**src/rtl/supply_guard_pkg.sv**
```systemverilog
package supply_guard_pkg;

   typedef enum logic [1:0] {
      GS_SEALED     = 2'd0,
      GS_OFF_BACKUP = 2'd1,
      GS_PROTECTED  = 2'd2,
      GS_ACTIVE     = 2'd3
   } guard_state_t;

   typedef struct packed {
      logic over_trip;
      logic over_full;
      logic under_hold;
      logic under_switch;
      logic over_rejoin;
   } level_flags_t;

endpackage

```
**src/rtl/supply_guard_thresh.sv**
```systemverilog
module supply_guard_thresh #(
   parameter int CODE_W     = 13,
   parameter bit ALT_EN     = 1'b1,
   parameter int A_FULL_MV  = 4750,
   parameter int A_TRIP_MV  = 4500,
   parameter int B_FULL_MV  = 4500,
   parameter int B_TRIP_MV  = 4250,
   parameter int SWITCH_MV  = 3000,
   parameter int HYST_MV    = 20
) (
   input  logic              clk,
   input  logic              rst_n,
   input  logic              variant_sel_i,
   output logic [CODE_W-1:0] full_mv_o,
   output logic [CODE_W-1:0] trip_mv_o,
   output logic [CODE_W-1:0] hold_mv_o,
   output logic [CODE_W-1:0] switch_mv_o,
   output logic [CODE_W-1:0] rejoin_mv_o
);

   localparam logic [CODE_W-1:0] A_FULL = CODE_W'(A_FULL_MV);
   localparam logic [CODE_W-1:0] A_TRIP = CODE_W'(A_TRIP_MV);
   localparam logic [CODE_W-1:0] A_HOLD = CODE_W'(A_FULL_MV - HYST_MV);
   localparam logic [CODE_W-1:0] B_FULL = CODE_W'(B_FULL_MV);
   localparam logic [CODE_W-1:0] B_TRIP = CODE_W'(B_TRIP_MV);
   localparam logic [CODE_W-1:0] B_HOLD = CODE_W'(B_FULL_MV - HYST_MV);
   localparam logic [CODE_W-1:0] SW     = CODE_W'(SWITCH_MV);
   localparam logic [CODE_W-1:0] REJOIN = CODE_W'(SWITCH_MV + HYST_MV);

   logic use_b;

   generate
      if (ALT_EN) begin : g_alt
         logic var_q;
         always_ff @(posedge clk) begin
            if (!rst_n) var_q <= variant_sel_i;
         end
         assign use_b = var_q;
      end else begin : g_fixed
         logic unused_sel;
         assign unused_sel = variant_sel_i ^ clk ^ rst_n;
         assign use_b      = 1'b0;
      end
   endgenerate

   always_comb begin
      full_mv_o   = use_b ? B_FULL : A_FULL;
      trip_mv_o   = use_b ? B_TRIP : A_TRIP;
      hold_mv_o   = use_b ? B_HOLD : A_HOLD;
      switch_mv_o = SW;
      rejoin_mv_o = REJOIN;
   end

endmodule

```
**src/rtl/supply_guard_cmp.sv**
```systemverilog
module supply_guard_cmp
   import supply_guard_pkg::*;
#(
   parameter int CODE_W = 13
) (
   input  logic [CODE_W-1:0] supply_mv_i,
   input  logic [CODE_W-1:0] full_mv_i,
   input  logic [CODE_W-1:0] trip_mv_i,
   input  logic [CODE_W-1:0] hold_mv_i,
   input  logic [CODE_W-1:0] switch_mv_i,
   input  logic [CODE_W-1:0] rejoin_mv_i,
   output level_flags_t      flags_o
);

   always_comb begin
      flags_o.over_trip    = supply_mv_i > trip_mv_i;
      flags_o.over_full    = supply_mv_i > full_mv_i;
      flags_o.under_hold   = supply_mv_i < hold_mv_i;
      flags_o.under_switch = supply_mv_i < switch_mv_i;
      flags_o.over_rejoin  = supply_mv_i > rejoin_mv_i;
   end

endmodule

```
**src/rtl/supply_guard_fsm.sv**
```systemverilog
module supply_guard_fsm
   import supply_guard_pkg::*;
(
   input  logic         clk,
   input  logic         rst_n,
   input  level_flags_t flags_i,
   output logic         wr_block_o,
   output logic         in_ignore_o,
   output logic         out_hiz_o,
   output logic         backup_sel_o
);

   guard_state_t state_q, state_d;

   always_comb begin
      state_d = state_q;
      unique case (state_q)
         GS_SEALED: begin
            if (flags_i.over_trip) state_d = GS_PROTECTED;
         end
         GS_PROTECTED: begin
            if (flags_i.under_switch)   state_d = GS_OFF_BACKUP;
            else if (flags_i.over_full) state_d = GS_ACTIVE;
         end
         GS_ACTIVE: begin
            if (flags_i.under_switch)    state_d = GS_OFF_BACKUP;
            else if (flags_i.under_hold) state_d = GS_PROTECTED;
         end
         GS_OFF_BACKUP: begin
            if (flags_i.over_rejoin) state_d = GS_PROTECTED;
         end
         default: state_d = GS_SEALED;
      endcase
   end

   always_ff @(posedge clk) begin
      if (!rst_n) state_q <= GS_SEALED;
      else        state_q <= state_d;
   end

   always_comb begin
      wr_block_o   = (state_q != GS_ACTIVE);
      in_ignore_o  = (state_q != GS_ACTIVE);
      out_hiz_o    = (state_q != GS_ACTIVE);
      backup_sel_o = (state_q == GS_OFF_BACKUP);
   end

endmodule

```
**src/rtl/supply_guard_seq.sv**
```systemverilog
module supply_guard_seq
   import supply_guard_pkg::*;
#(
   parameter int CODE_W    = 13,
   parameter bit ALT_EN    = 1'b1,
   parameter int A_FULL_MV = 4750,
   parameter int A_TRIP_MV = 4500,
   parameter int B_FULL_MV = 4500,
   parameter int B_TRIP_MV = 4250,
   parameter int SWITCH_MV = 3000,
   parameter int HYST_MV   = 20
) (
   input  logic              clk,
   input  logic              rst_n,
   input  logic              variant_sel_i,
   input  logic [CODE_W-1:0] supply_mv_i,
   output logic              wr_block_o,
   output logic              in_ignore_o,
   output logic              out_hiz_o,
   output logic              backup_sel_o
);

   localparam int CODE_MAX = (1 << CODE_W) - 1;

   initial begin
      assert (HYST_MV >= 0 && HYST_MV < A_FULL_MV - A_TRIP_MV && HYST_MV < B_FULL_MV - B_TRIP_MV)
         else $fatal(1, "hysteresis must fit between full and trip levels");
      assert (SWITCH_MV + HYST_MV < A_TRIP_MV && SWITCH_MV + HYST_MV < B_TRIP_MV)
         else $fatal(1, "switchover band must lie below the trip points");
      assert (A_FULL_MV <= CODE_MAX && B_FULL_MV <= CODE_MAX)
         else $fatal(1, "CODE_W too narrow for the thresholds");
   end

   logic [CODE_W-1:0] full_mv, trip_mv, hold_mv, switch_mv, rejoin_mv;
   level_flags_t      flags;

   supply_guard_thresh #(
      .CODE_W(CODE_W), .ALT_EN(ALT_EN),
      .A_FULL_MV(A_FULL_MV), .A_TRIP_MV(A_TRIP_MV),
      .B_FULL_MV(B_FULL_MV), .B_TRIP_MV(B_TRIP_MV),
      .SWITCH_MV(SWITCH_MV), .HYST_MV(HYST_MV)
   ) u_thresh (
      .clk          (clk),
      .rst_n        (rst_n),
      .variant_sel_i(variant_sel_i),
      .full_mv_o    (full_mv),
      .trip_mv_o    (trip_mv),
      .hold_mv_o    (hold_mv),
      .switch_mv_o  (switch_mv),
      .rejoin_mv_o  (rejoin_mv)
   );

   supply_guard_cmp #(.CODE_W(CODE_W)) u_cmp (
      .supply_mv_i(supply_mv_i),
      .full_mv_i  (full_mv),
      .trip_mv_i  (trip_mv),
      .hold_mv_i  (hold_mv),
      .switch_mv_i(switch_mv),
      .rejoin_mv_i(rejoin_mv),
      .flags_o    (flags)
   );

   supply_guard_fsm u_fsm (
      .clk         (clk),
      .rst_n       (rst_n),
      .flags_i     (flags),
      .wr_block_o  (wr_block_o),
      .in_ignore_o (in_ignore_o),
      .out_hiz_o   (out_hiz_o),
      .backup_sel_o(backup_sel_o)
   );

endmodule

```
**config.mk**
```make
export PLATFORM = sky130hd
export DESIGN_NAME = supply_guard_seq
export DESIGN_NICKNAME = d
export VERILOG_FILES = /design/src/rtl/supply_guard_pkg.sv /design/src/rtl/supply_guard_thresh.sv /design/src/rtl/supply_guard_cmp.sv /design/src/rtl/supply_guard_fsm.sv /design/src/rtl/supply_guard_seq.sv
export SDC_FILE = /design/constraint.sdc
export NUM_CORES = 1
export LEC_CHECK = 0
export ABC_AREA = 1
export ABC_CLOCK_PERIOD_IN_PS = 1700
export BUFFER_PORTS_ARGS = -buffer_cell sky130_fd_sc_hd__clkbuf_2
export CORE_MARGIN = 1.5
export CORE_UTILIZATION = 46
export CTS_BUF_LIST = sky130_fd_sc_hd__clkbuf_8 sky130_fd_sc_hd__clkbuf_16
export DETAILED_ROUTE_END_ITERATION = 8
export PLACE_DENSITY = 0.81
export SYNTH_ARGS = -nofsm -noshare
export SYNTH_HDL_FRONTEND = slang
export SYNTH_SLANG_ARGS = --single-unit
```
**constraint.sdc**
```tcl
create_clock -name clk -period 1.7 [get_ports clk]
set_input_delay 0.34 -clock clk [delete_from_list [all_inputs] [get_ports clk]]
set_output_delay 0.34 -clock clk [all_outputs]
set_load 0.02 [all_outputs]
```
# == After elaboration in Yosys (flattened, before gate mapping) ==
# Index checks and enable logic that the tools add are counted.
# classes
order_cmp,5
eq_ne,8
mux,10
n_reduce_logical,2
# ops
operator,n
13-bit greater-than comparator,2
10-bit 2-to-1 mux,2
13-bit by 12-bit greater-than comparator with 1-bit output (second input constant),1
13-bit by 12-bit less-than comparator with 1-bit output (second input constant),1
13-bit less-than comparator,1
2-bit 2-to-1 mux,6
9-bit 2-to-1 mux,1
2-bit one-hot mux with 4 select lines,1
3-bit != test (second input constant),2
2-bit equality test (second input constant),2
2-bit != test (second input constant),2
4-bit AND reduction,1
2-bit by 1-bit equality test with 1-bit output (second input constant),1
2-bit zero test,1
2-bit by 1-bit != test with 1-bit output (second input constant),1
# word_totals
register_bits,3
inputBits,16
word_cells,27

# == Depth between registers and ports, before layout ==
# depth
depth_word,5
ltp_mapped,15

# == Modules after synthesis ==
# From an unflattened synthesis, not the netlist that was laid out.
# hier_totals
hier_cells,392
area_unflattened_um2,2403.6
# modules_own_cells
mod,n_inst,cells_each,area_per_inst_um2
supply_guard_cmp,1,295,1725.4
supply_guard_thresh,1,69,525.5
supply_guard_fsm,1,28,152.6

# == Worst setup path after synthesis ==
# No wires, ideal clock.
# synth_path
path_type,register to register
startpoint,reg u_thresh.g_alt.var_q
endpoint,reg u_fsm.state_q[0]
setup_time_ns,0.109
arrival_time_ns,1.591
setup_slack_ns,0.000
path_stages_with_launch,15
n_path_buf,0
path_cell_list,edfxtp_1 > inv_1 > ha_1 > inv_1 > nand2_1 > inv_1 > nand2_1 > nor2_1 > nand2_1 > nand2_1 > nand2_1 > nand2_2 > nand4_1 > nand2_1 > inv_1
# synth_between
elab_chain_cells,4
elab_cells_between_ends,10
cone_classes,3 x order compare; 3 x eq/ne; 3 x mux; 1 x reduce/logical
# synth_lines
item,line,rtl
from (decl),supply_guard_thresh.sv:34,logic var_q;
from (signal assigned),supply_guard_thresh.sv:36,if (!rst_n) var_q <= variant_sel_i;
10-bit 2-to-1 mux (tied with other cells),supply_guard_thresh.sv:47,full_mv_o = use_b ? B_FULL : A_FULL;
13-bit greater-than comparator (tied with other cells),supply_guard_cmp.sv:17,flags_o.over_full = supply_mv_i > full_mv_i;
3-bit != test (no source line) / 2-bit != test (equally long branches),-,
4-bit AND reduction (no source line) *,-,
to (signal assigned),supply_guard_fsm.sv:38,else state_q <= state_d;
to (decl),supply_guard_fsm.sv:13,"guard_state_t state_q, state_d;"
# Mark *: on every way between the ends. The rest lies on a longest branch, timed or not.
# A chain may end at the register's enable or synchronous reset.

# == Worst setup path in the final report ==
# Same ends and word-level chain as after synthesis.

==> flow_summary.json <==
{
  "dr.pass1.iters": 4,
  "port_buffers": 19,
  "drtIter0Drc": 31,
  "cap_violations": 0,
  "fp.dieW_um": 43.4,
  "p_clk_share_pct": 34.3,
  "p_comb_share_pct": 49.5,
  "io_pins": 20,
  "dp_slack_ps": -27.2,
  "p_per_area_mw_per_mm2": 555,
  "num_vias": 916,
  "start_kind": "flop",
  "worstPathRequired_ps": 1810,
  "syn_inst": 137,
  "synth_commonest_cells": "nand2_1 (49), inv_1 (23), nor2_1 (17)",
  "fmaxAchievable_mhz": 580,
  "syn-cell-area_um2": 752,
  "p_leak_nw": 0.604,
  "place_inst": 175,
  "critPathMaxFanout": 8,
  "synth_cell_types": 18,
  "overflow": 0,
  "clock_path_buffers": 2,
  "crit_path_end_kind": "flop",
  "critPathMaxStageDelay_ps": 410,
  "whs_ps": 310,
  "ys_ff_latch": 3,
  "max_slew_margin_pct": 78.1,
  "crit_top_cell": "nand2_1",
  "p_seq_share_pct": 16.2,
  "ys.flop_type": "dfxtp_1",
  "yosysWarnings": 0,
  "slew_violations": 0,
  "fin_skew_ps": 1.81,
  "drive_gt1_share_pct": 31.5,
  "clk_latency_ps": 220,
  "grt_max_degree": 9,
  "cts_made_buffers": 3,
  "die_h_um": 43.4,
  "diodes": 0,
  "tns_ps": -24.1,
  "rows": 14,
  "grt_pass1_wl_um": 3160,
  "path_class": "flop to flop",
  "final_cell_count_no_fill": 181,
  "synth_area_leader_cell": "nand2_1",
  "setup_ws_ps": -24.1,
  "root_buffer": "clkbuf_8",
  "async_flop_share_pct": 0,
  "drc": 0,
  "routabilityCongestion": 0.871,
  "syn2layout_area_growth_pct": 39.4,
  "setup_violations": 1,
  "hold_path.class": "input pin to flop",
  "cts_hold_buf": 0,
  "routed_via_density": 5.06,
  "switching_share_pct": 38.3,
  "p_sw_mw": 0.223,
  "nets": 195,
  "cts_tree": "done",
  "critPathArrivalTime_ps": 1830,
  "synth_edf_count": 1,
  "wl_per_cell_um": 11.1,
  "fin_crit_ps": 1720,
  "cts.sinks": 3,
  "slowest_stage": "edfxtp_1",
  "path_cells": "buf_6 -> ha_4 -> nand2_2 -> inv_2 -> nand2_4 -> inv_1 -> nand2_1 -> nand3_1 -> nand2_1 -> nand2_2 -> nand4_1 -> nand2_1 -> inv_1",
  "p_int_mw": 0.359,
  "cts_max_level": 1,
  "initial_core_util_pct": 49.3,
  "grt_pass1_vias": 804,
  "fin_crit_sh_pct": 101,
  "ys_seq_area_share_pct": 9.32,
  "grtUsageTotal_pct": 21.8,
  "yosysMostFrequentCell": "nand2_1",
  "synthDominantCellAreaShare_pct": 24.5,
  "syn_area_per_cell_um2": 5.49,
  "antenna_found_initial": 0,
  "finalHoldViolations": 0,
  "die_area_mm2": 0.00189,
  "rsz0062_at_grt": "true",
  "routed_wl_um": 2000,
  "worst_pin_slew_ps": 328,
  "core_area_mm2": 0.00152,
  "violations": "setup timing",
  "hpwl_um": 1560,
  "synth.area.top_cells": "nand2_1 (24%), ha_1 (22%), inv_1 (11%), nor2_1 (8.5%), dfxtp_1 (5.3%)",
  "status": "finished, violations left",
  "ant_nets": 0,
  "vdd_drop_max_uv": 660,
  "cts.clk_slew.worst_paths_ps": 30,
  "synth_nets": 166
}
==> power groups by stage <==
stage / Sequential [mW] / Clock (mW) / Combinational [mW]
2_1_floorplan: 0.0951 / 0 / 0.164
3_3_place_gp: 0.0936 / 0 / 0.238
3_5_place_dp: 0.0945 / 0 / 0.246
4_1_cts: 0.0930 / 0.202 / 0.249
5_1_grt: 0.0963 / 0.209 / 0.321
6_report: 0.0944 / 0.200 / 0.288
==> cells in the final DEF (no fill, tap or decap), types with 2 or more instances in the layout <==
cell type	n
a21oi_1	6
buf_4	5
buf_6	2
clkbuf_2	19
clkbuf_8	3
dfxtp_1	2
ha_1	7
ha_4	5
inv_1	22
inv_2	3
nand2_1	47
nand2_2	4
nand3_1	6
nor2_1	16
nor2_2	5
o21ai_1	2
==> worst paths after layout <==
| path | startpoint | endpoint | slack [ps] | cells past startpoint |
|---|---|---|---|---|
| worst max-delay path | u_thresh.g_alt.var_q | u_fsm.state_q[0] | -20 | 13 |
| worst min-delay path | variant_sel_i | u_thresh.g_alt.var_q | 310 | 1 |
| worst max register to register | u_thresh.g_alt.var_q | u_fsm.state_q[0] | -20 | 13 |
| worst min register to register | u_fsm.state_q[0] | u_fsm.state_q[1] | 710 | 3 |
==> critical path, delay by kind of cell, from the launching register on <==
family | cells | cell delay (ps)
simple gates | 8 | 600
buf+inv | 4 | 340
fa+ha+maj | 1 | 260
flops | 1 | 410
==> registers in the layout, indices dropped and copies added, names as in the netlist <==
| signal | cells |
|---|---|
| u_thresh.g_alt.var_q | 1 |
| u_fsm.state_q | 2 |
==> repair_timing <==
action | CTS | global route
setup endpoints to repair | 0 | 2
resized for setup | 0 | 20
setup buffers | 0 | 2
==> layout make-up <==
class / instances / area (um2)
Multi-Input combinational cell: 108 / 668
Clock inverter: 1 / 3.75
Clock buffer: 3 / 41.3
Timing Repair Buffer: 26 / 155
Tap cell: 16 / 20.0
Sequential cell: 3 / 70.1
Fill cell: 135 / 475
Inverter: 24 / 90.1
==> per-layer routing <==
metal	share of wire [%]	wire length (um)	vias up	track usage, %
li1	-	-	479	-
met3	6.4	129	2	5.00
met5	0	0	-	0
met4	0.35	7	0	4.85
met1	45	894	404	28.4
met2	49	971	31	36.7
==> per-stage QoR <==
step	power (mW)	cell area (um2)	util (%)
floorplan	0.259	752	-
global placement	0.332	890	58.4
detailed placement	0.341	890	58.4
CTS	0.544	935	61.3
global route	0.627	1050	68.8
finish	0.582	1050	68.8
==> kinds of logic after synthesis <==
logic type                 synth area share, %
and+or+nand+nor                           47.4
buffers and inverters                     14.0
adders and majority gates                 21.6
AOI/OAI and AO/OA                         7.65
DFF                                       9.32
No activity file was read; power rests on OpenSTA's default activity.
